## src/rtl/pt_walker_pkg.sv

```systemverilog
package pt_walker_pkg;
  typedef enum logic [1:0] {
    WS_IDLE = 2'd0,
    WS_DIR  = 2'd1,
    WS_TBL  = 2'd2,
    WS_DONE = 2'd3
  } walk_state_e;
endpackage

```

## src/rtl/pt_walker_addr.sv

```systemverilog
module pt_walker_addr #(
  parameter int LA_W      = 32,
  parameter int PA_W      = 40,
  parameter int ENT_W     = 32,
  parameter int OFF_W     = 12,
  parameter int IDX_W     = 10,
  parameter int LP_HI_LSB = 13
) (
  input  logic [LA_W-1:0]  la_i,
  input  logic [ENT_W-1:0] base_i,
  input  logic [ENT_W-1:0] pde_live_i,
  input  logic [ENT_W-1:0] pde_q_i,
  input  logic [ENT_W-1:0] pte_i,
  output logic [PA_W-1:0]  dir_addr_o,
  output logic [PA_W-1:0]  tbl_addr_o,
  output logic [PA_W-1:0]  big_pa_o,
  output logic [PA_W-1:0]  small_pa_o
);
  localparam int HI_W  = PA_W - LA_W;
  localparam int FRM_W = ENT_W - OFF_W;
  localparam int BIG_W = OFF_W + IDX_W;
  localparam int ES_W  = OFF_W - IDX_W;

  always_comb begin
    dir_addr_o = {{HI_W{1'b0}}, base_i[ENT_W-1:OFF_W], la_i[LA_W-1:BIG_W], {ES_W{1'b0}}};
    tbl_addr_o = {{HI_W{1'b0}}, pde_q_i[ENT_W-1:OFF_W], la_i[BIG_W-1:OFF_W], {ES_W{1'b0}}};
    big_pa_o   = {pde_live_i[LP_HI_LSB+HI_W-1:LP_HI_LSB], pde_live_i[ENT_W-1:BIG_W],
                  la_i[BIG_W-1:0]};
    small_pa_o = {{HI_W{1'b0}}, pte_i[ENT_W-1:OFF_W], la_i[OFF_W-1:0]};
  end

  logic unused_ok;
  assign unused_ok = ^{base_i[OFF_W-1:0], pde_q_i[OFF_W-1:0], pte_i[OFF_W-1:0],
                       pde_live_i[BIG_W-1:LP_HI_LSB+HI_W], pde_live_i[LP_HI_LSB-1:0]};
  if (FRM_W <= 0) begin : g_bad_width
    initial $display("pt_walker_addr: entry narrower than page offset");
  end
endmodule

```

## src/rtl/pt_walker_fsm.sv

```systemverilog
module pt_walker_fsm
  import pt_walker_pkg::*;
(
  input  logic        clk_i,
  input  logic        rst_ni,
  input  logic        req_valid_i,
  input  logic        xlate_i,
  input  logic        lp_q_i,
  input  logic        mem_valid_i,
  input  logic        present_i,
  input  logic        ps_i,
  output walk_state_e state_o
);
  walk_state_e state_q, state_d;

  always_comb begin
    state_d = state_q;
    unique case (state_q)
      WS_IDLE: if (req_valid_i) state_d = xlate_i ? WS_DIR : WS_DONE;
      WS_DIR:  if (mem_valid_i) state_d = (!present_i || (lp_q_i && ps_i)) ? WS_DONE : WS_TBL;
      WS_TBL:  if (mem_valid_i) state_d = WS_DONE;
      WS_DONE: state_d = WS_IDLE;
      default: state_d = WS_IDLE;
    endcase
  end

  always_ff @(posedge clk_i or negedge rst_ni) begin
    if (!rst_ni) state_q <= WS_IDLE;
    else         state_q <= state_d;
  end

  assign state_o = state_q;

  assert_fetch_hold_R9: assert property (@(posedge clk_i) disable iff (!rst_ni)
    ((state_q == WS_DIR || state_q == WS_TBL) && !mem_valid_i) |=> $stable(state_q));
  assert_done_leaves_R10: assert property (@(posedge clk_i) disable iff (!rst_ni)
    (state_q == WS_DONE) |=> (state_q == WS_IDLE));
endmodule

```

## src/rtl/pt_walker.sv

```systemverilog
module pt_walker
  import pt_walker_pkg::*;
#(
  parameter int LA_W      = 32,
  parameter int PA_W      = 40,
  parameter int ENT_W     = 32,
  parameter int PS_BIT    = 7,
  parameter int P_BIT     = 0,
  parameter int LP_HI_LSB = 13
) (
  input  logic             clk_i,
  input  logic             rst_ni,
  input  logic             req_valid_i,
  output logic             req_ready_o,
  input  logic [LA_W-1:0]  req_la_i,
  input  logic [ENT_W-1:0] req_base_i,
  input  logic             pg_en_i,
  input  logic             pe_en_i,
  input  logic             lp_en_i,
  output logic             mem_req_o,
  output logic [PA_W-1:0]  mem_addr_o,
  input  logic             mem_valid_i,
  input  logic [ENT_W-1:0] mem_data_i,
  output logic             rsp_valid_o,
  output logic [PA_W-1:0]  rsp_pa_o,
  output logic             rsp_fault_o
);
  localparam int HI_W = PA_W - LA_W;

  walk_state_e       state;
  logic [LA_W-1:0]   la_q;
  logic [ENT_W-1:0]  base_q, pde_q;
  logic              lp_q;
  logic [PA_W-1:0]   pa_q;
  logic              fault_q;
  logic [PA_W-1:0]   dir_addr, tbl_addr, big_pa, small_pa;
  logic              xlate, accept, dir_hit, tbl_hit, present, ps;

  assign xlate   = pg_en_i & pe_en_i;
  assign accept  = (state == WS_IDLE) & req_valid_i;
  assign dir_hit = (state == WS_DIR) & mem_valid_i;
  assign tbl_hit = (state == WS_TBL) & mem_valid_i;
  assign present = mem_data_i[P_BIT];
  assign ps      = mem_data_i[PS_BIT];

  pt_walker_fsm u_fsm (
    .clk_i       (clk_i),
    .rst_ni      (rst_ni),
    .req_valid_i (req_valid_i),
    .xlate_i     (xlate),
    .lp_q_i      (lp_q),
    .mem_valid_i (mem_valid_i),
    .present_i   (present),
    .ps_i        (ps),
    .state_o     (state)
  );

  pt_walker_addr #(
    .LA_W(LA_W), .PA_W(PA_W), .ENT_W(ENT_W), .LP_HI_LSB(LP_HI_LSB)
  ) u_addr (
    .la_i       (la_q),
    .base_i     (base_q),
    .pde_live_i (mem_data_i),
    .pde_q_i    (pde_q),
    .pte_i      (mem_data_i),
    .dir_addr_o (dir_addr),
    .tbl_addr_o (tbl_addr),
    .big_pa_o   (big_pa),
    .small_pa_o (small_pa)
  );

  always_ff @(posedge clk_i or negedge rst_ni) begin
    if (!rst_ni) begin
      la_q    <= '0;
      base_q  <= '0;
      pde_q   <= '0;
      lp_q    <= 1'b0;
      pa_q    <= '0;
      fault_q <= 1'b0;
    end else begin
      if (accept) begin
        la_q    <= req_la_i;
        base_q  <= req_base_i;
        lp_q    <= lp_en_i;
        pa_q    <= {{HI_W{1'b0}}, req_la_i};
        fault_q <= 1'b0;
      end
      if (dir_hit) begin
        pde_q <= mem_data_i;
        if (!present) begin
          pa_q    <= '0;
          fault_q <= 1'b1;
        end else if (lp_q && ps) begin
          pa_q <= big_pa;
        end
      end
      if (tbl_hit) begin
        pa_q    <= present ? small_pa : '0;
        fault_q <= !present;
      end
    end
  end

  always_comb begin
    mem_addr_o = '0;
    if (state == WS_DIR)      mem_addr_o = dir_addr;
    else if (state == WS_TBL) mem_addr_o = tbl_addr;
  end

  assign req_ready_o = (state == WS_IDLE);
  assign mem_req_o   = (state == WS_DIR) || (state == WS_TBL);
  assign rsp_valid_o = (state == WS_DONE);
  assign rsp_pa_o    = pa_q;
  assign rsp_fault_o = fault_q;

  assert_req_held_R9: assert property (@(posedge clk_i) disable iff (!rst_ni)
    (mem_req_o && !mem_valid_i) |=> mem_req_o);
  assert_pulse_R10: assert property (@(posedge clk_i) disable iff (!rst_ni)
    rsp_valid_o |=> !rsp_valid_o);
  assert_ready_excl_R10: assert property (@(posedge clk_i) disable iff (!rst_ni)
    !(req_ready_o && (mem_req_o || rsp_valid_o)));
  assert_fault_zero_R4: assert property (@(posedge clk_i) disable iff (!rst_ni)
    (rsp_valid_o && rsp_fault_o) |-> (rsp_pa_o == '0));
  assert_np_fault_R4: assert property (@(posedge clk_i) disable iff (!rst_ni)
    (mem_req_o && mem_valid_i && !mem_data_i[P_BIT]) |=> (rsp_valid_o && rsp_fault_o));
  assert_bypass_R2: assert property (@(posedge clk_i) disable iff (!rst_ni)
    (req_valid_i && req_ready_o && !(pg_en_i && pe_en_i)) |=>
      (rsp_valid_o && !rsp_fault_o && rsp_pa_o == {{HI_W{1'b0}}, $past(req_la_i)}));
endmodule

```

## config.mk

```make
export PLATFORM = sky130hd
export DESIGN_NAME = pt_walker
export DESIGN_NICKNAME = d
export VERILOG_FILES = /design/src/rtl/pt_walker_pkg.sv /design/src/rtl/pt_walker_addr.sv /design/src/rtl/pt_walker_fsm.sv /design/src/rtl/pt_walker.sv
export SDC_FILE = /design/constraint.sdc
export NUM_CORES = 1
export LEC_CHECK = 0
export ABC_CLOCK_PERIOD_IN_PS = 2000
export CAP_MARGIN = 10
export CORE_AREA = 8 8 125 127
export DETAILED_ROUTE_END_ITERATION = 16
export DIE_AREA = 0 0 133 135
export GPL_TIMING_DRIVEN = 1
export PLACE_DENSITY = 0.72
export SKIP_CTS_REPAIR_TIMING = 1
export SYNTH_ARGS = -nofsm -noshare
export SYNTH_HDL_FRONTEND = slang
export SYNTH_SLANG_ARGS = --single-unit
```

## constraint.sdc

```tcl
create_clock -name clk_i -period 2 [get_ports clk_i]
set_input_delay 0.4 -clock clk_i [delete_from_list [all_inputs] [get_ports clk_i]]
set_output_delay 0.4 -clock clk_i [all_outputs]
set_load 0.01 [all_outputs]
```

=== After elaboration in Yosys (flattened, before gate mapping) ===
Cells that the tools add are included.
W data, S select, Z words.

* Input port bits: 103
* Output and inout bits: 84
* Register bits after elaboration: 140
* Logic and storage cells: 41

* Muxes and demuxes: 18
* Equality and inequality tests: 6
* Reductions and logical operators: 6
* Bitwise operators: 4

{| class="wikitable"
|+ Operators with widths
! operator !! number
|-
| $mux W40 || 5
|-
| $mux W32 || 3
|-
| $mux W2 || 4
|-
| $pmux W2 S4 || 1
|-
| $ne A2 B2 Y1 const B || 3
|-
| $mux W1 || 5
|-
| $and A1 B1 Y1 || 4
|-
| $eq A2 B2 Y1 const B || 2
|-
| $reduce_and A3 Y1 || 1
|-
| $eq A2 B1 Y1 const B || 1
|-
| $logic_not A2 Y1 || 1
|-
| $logic_or A1 B1 Y1 || 2
|-
| $logic_and A1 B1 Y1 || 1
|-
| $logic_not A1 Y1 || 1
|}

=== Logic depth before layout (Yosys ltp) ===
* Word-level depth: 7
* Gate-level depth with buffers: 8
* Depth with buffers taken out: 5

=== Modules after synthesis ===
Synthesis repeated with hierarchy kept, for this count alone.

* Cell total of the unflattened synthesis: 773
* Area total of the unflattened synthesis: 8,006.4 sq um

{| class="wikitable"
|+ By module, submodules not included
! module !! sequential area each (sq um) !! area each (sq um) !! cells each !! instances
|-
| pt_walker || 3,453.3 || 6,622.6 || 593 || 1
|-
| pt_walker_addr || 0.0 || 1,204.9 || 161 || 1
|-
| pt_walker_fsm || 50.0 || 178.9 || 19 || 1
|}

=== Worst setup path before layout ===
OpenSTA, ideal clock, no wires.

* Kind: flip-flop to output port
* From: register u_fsm.state_q[0], in the netlist u_fsm.state_o[0]
* To: output mem_addr_o[20]
* Data required time: 1.600 ns
* Path buffers: 1
* Setup slack: 0.104 ns
* Cell stages (with the launch flop): 7
* Data arrival time: 1.496 ns
* Cell sequence: dfrtp_1 inv_1 ha_1 inv_1 nor2_2 buf_2 a22o_1

* Longest elaborated chain between the ends: 3
* Elaborated cells on any way between the ends: 4
* Classes of those cells: 2 x eq/ne; 2 x mux

{| class="wikitable"
|+ Ends and longest elaborated chain
! what !! line !! RTL
|-
| start: declaration || pt_walker_fsm.sv:14 || <nowiki>walk_state_e state_q, state_d;</nowiki>
|-
| start signal: assignment || pt_walker_fsm.sv:29 || <nowiki>else state_q <= state_d;</nowiki>
|-
| $eq A2 B2 Y1 || pt_walker.sv:107 || <nowiki>else if (state == WS_TBL) mem_addr_o = tbl_addr;</nowiki>
|-
| $mux W32 || pt_walker.sv:107 ||
|-
| $mux W32 * || pt_walker.sv:106 || <nowiki>if (state == WS_DIR) mem_addr_o = dir_addr;</nowiki>
|-
| end: declaration || pt_walker.sv:21 || <nowiki>output logic [PA_W-1:0] mem_addr_o,</nowiki>
|}

Mark *: on every way between the ends. The rest lies on a longest branch, timed or not.

=== Final worst setup path ===
* From: register u_fsm.state_q[0], in the netlist u_fsm.state_o[0]
* To: output mem_addr_o[31]

Same word-level chain as after synthesis.

==> run summary <==
result of the run = finished, violations left
violations in the final reports = setup timing
Worst Path Arrival = 1.78 ns
critical path fanouts, max = 5
share of the synthesized area in the top cell type = 54.00%
total vias in the final route = 4828
CP Buf/Inv Count = 3
number of max-capacitance violations reported = 0
setup total negative slack = -2.749 ns
kind of end point of the critical path = primary output
count of distinct cell types in the synthesized netlist = 34
cell with the most instances after synthesis = nand2_1
routability cong. = 0.8778
final-report hold violation count = 0
Area contributors post-synth = dfrtp_1, nand2_1, mux2_2
highest cell delay on the worst timing path = 0.40 ns
number of design-rule violations left by the first detailed-router iteration = 316
total clock buffers created by CTS = 17
highest ir drop seen on vdd = 0.6868 mV
synthesized instance count = 552
crit path time final = 2.175 ns
post-synthesis average cell area = 9.738 µm²
setup repair after global routing missed its margin = true
GRT Total Usage = 19.17%
standard cell with the maximum stage delay on the critical path = dfrtp_1
die area = 0.01796 mm²
startpoint type of the worst setup path = register
post-route total power = 12.40 mW
hold-critical path endpoint = rsp_pa_o[39]
cell area after technology mapping = 0.005375 mm²
Boundary Pins = 187
horizontal die dimension = 133 µm
Detailed Place HPWL = 12470 µm
number of vias per cell = 5.271
Placement Rows = 43
vias in the first global route = 5031
number of enable flip-flop cells after synthesis = 0
family with the most delay on the worst path = buffers and inverters
worst hold stages = 3
post-synthesis to final-layout area growth = 46.49%
ratio of cells with drive above 1 in the final layout = 20.11%
reg2reg setup slack = 0.04 ns
period utilization = 108.8%
most common library cells after synthesis = nand2_1, dfrtp_1, a21oi_1
starting utilization of the core area = 39.49%
final cell count without fillers = 916
ordered list of cells on the worst path = buf_6 > ha_4 > nor2_4 > clkbuf_16 > a22o_1 > clkbuf_2
Max Buffers Root-to-Sink = 2
root buf cell = clkbuf_16
number of pins with negative max-slew slack in the final report = 0
post-synthesis sequential area ratio = 54.00%
Min-Delay Startpoint = mem_data_i[0]
TritonCTS Sinks = 116
post-placement worst setup slack = -0.3283 ns
Port Buffers = 154
Min-Delay Path Class = input pin to register
worst-case setup margin in the final layout = -0.1754 ns
Power per Cell Area = 1575 mW/mm²
core outline area = 0.01361 mm²
cell type contributing the most total cell area after synthesis = dfrtp_1
capturing point of the worst reg2reg path = rsp_pa_o[17]
kind of critical path = register to primary output
leading register cell type out of synthesis = dfrtp_1
gr ovfl total = 0
count of endpoints failing setup in the final report = 23
Die Y-Extent = 135 µm
share of async-settable or async-resettable flops after synthesis = 100.0%
worst reg2reg path startpoint = u_fsm.state_o[0]
global-route wire length before repair = 27030 µm
DRC errors left = 0
Final Skew = 0.004527 ns
Reg clk slew, reported paths = 0.05 ns
largest net degree at the start of global routing = 49
number of antenna violations at the first check in global routing = 0
synthesized flop and latch total = 116
Data required, critical path = 1.60 ns
number of antenna diodes = 0
warning count from the yosys run = 0
Routed WL = 17600 µm
number of iterations in the first detailed-routing pass = 4
antenna viol nets, final = 0
clock tree from TritonCTS = done
Peak Freq = 0.4597 GHz
# H-tree levels = 4
routed wire length per instance = 19.22 µm
worst-skew pair later-pin latency = 0.40 ns
Nets = 834
number of cells on the worst reg-to-reg path = 7
P_leak = 3.760 nW
Placed Cells incl. Taps = 882
-- stage by stage --
stage,hold WS [ns],cell area (µm²),util (%)
global placement,0.3717,7311,53.71
floorplan,0.1044,5409,-
global route,0.4663,7874,57.85
finish,0.4594,7874,57.85
detailed placement,0.3774,7311,53.71
CTS,-0.05726,7825,57.49
-- metal layers --
layer | routed length (µm) | track usage (%)
met5 | 0 | 0
met4 | 357 | 8.517
met3 | 1397 | 5.386
met2 | 8561 | 30.84
met1 | 7285 | 23.55
-- kinds of logic after synthesis --
group	synth area share, %
buffers and inverters	5.563
other	0.06977
multiplexers	4.376
AND/OR/NAND/NOR	18.32
flip-flops	54.00
AO/OA/AOI/OAI	16.50
adder cells (fa/ha/maj)	1.164
-- worst max path at each step --
stage | cells past startpoint | startpoint | endpoint
after global placement | 4 | mem_valid_i | rsp_pa_o[24]
final | 6 | u_fsm.state_o[0] | mem_addr_o[31]
after detailed placement | 4 | mem_valid_i | rsp_pa_o[22]
after CTS | 6 | u_fsm.state_o[0] | mem_addr_o[11]
after global routing | 7 | u_fsm.state_o[0] | mem_addr_o[12]
after floorplan | 6 | u_fsm.state_o[0] | mem_addr_o[20]
-- cells in the final DEF (no fill, tap or decap), types with 8 or more instances in the layout --
cell / instances
nand2_1: 200
clkdlybuf4s50_1: 119
dfrtp_1: 116
buf_2: 29
a21oi_1: 28
buf_4: 27
a32oi_1: 22
mux2_2: 20
a22o_1: 19
clkbuf_16: 18
and4_1: 10
and3_1: 10
a21o_1: 10
conb_1: 10
buf_12: 9
o21ai_2: 8
-- flip-flops by register name, indices dropped and copies added, names as in the netlist --
| register | cells |
|---|---|
| lp_q | 1 |
| pde_q | 20 |
| base_q | 20 |
| rsp_fault_o | 1 |
| la_q | 32 |
| rsp_pa_o | 40 |
| u_fsm.state_o | 2 |
-- report_power, final --
part	switching [mW]	internal [mW]	total, mW
Sequential	0.692	3.46	4.15
Combinational	2.75	2.81	5.56
Clock	0.987	1.70	2.69
-- final cells by class --
class                      instances  area [µm²]
clock buffer                      22       454.2
clock inverter                     7       60.06
fill                            1195        5738
inverter                           5       21.27
multi-input combinational        390        2349
sequential                       116        2903
tap                              180       225.2
timing repair buffer             196        1862
-- worst min-delay path, delay by kind of cell --
family	cells	cell delay, ns
buf+inv	1	0.24
simple gates	1	0.11
compound gates	1	0.07
Note: power is estimated with default switching activity, not from simulation.
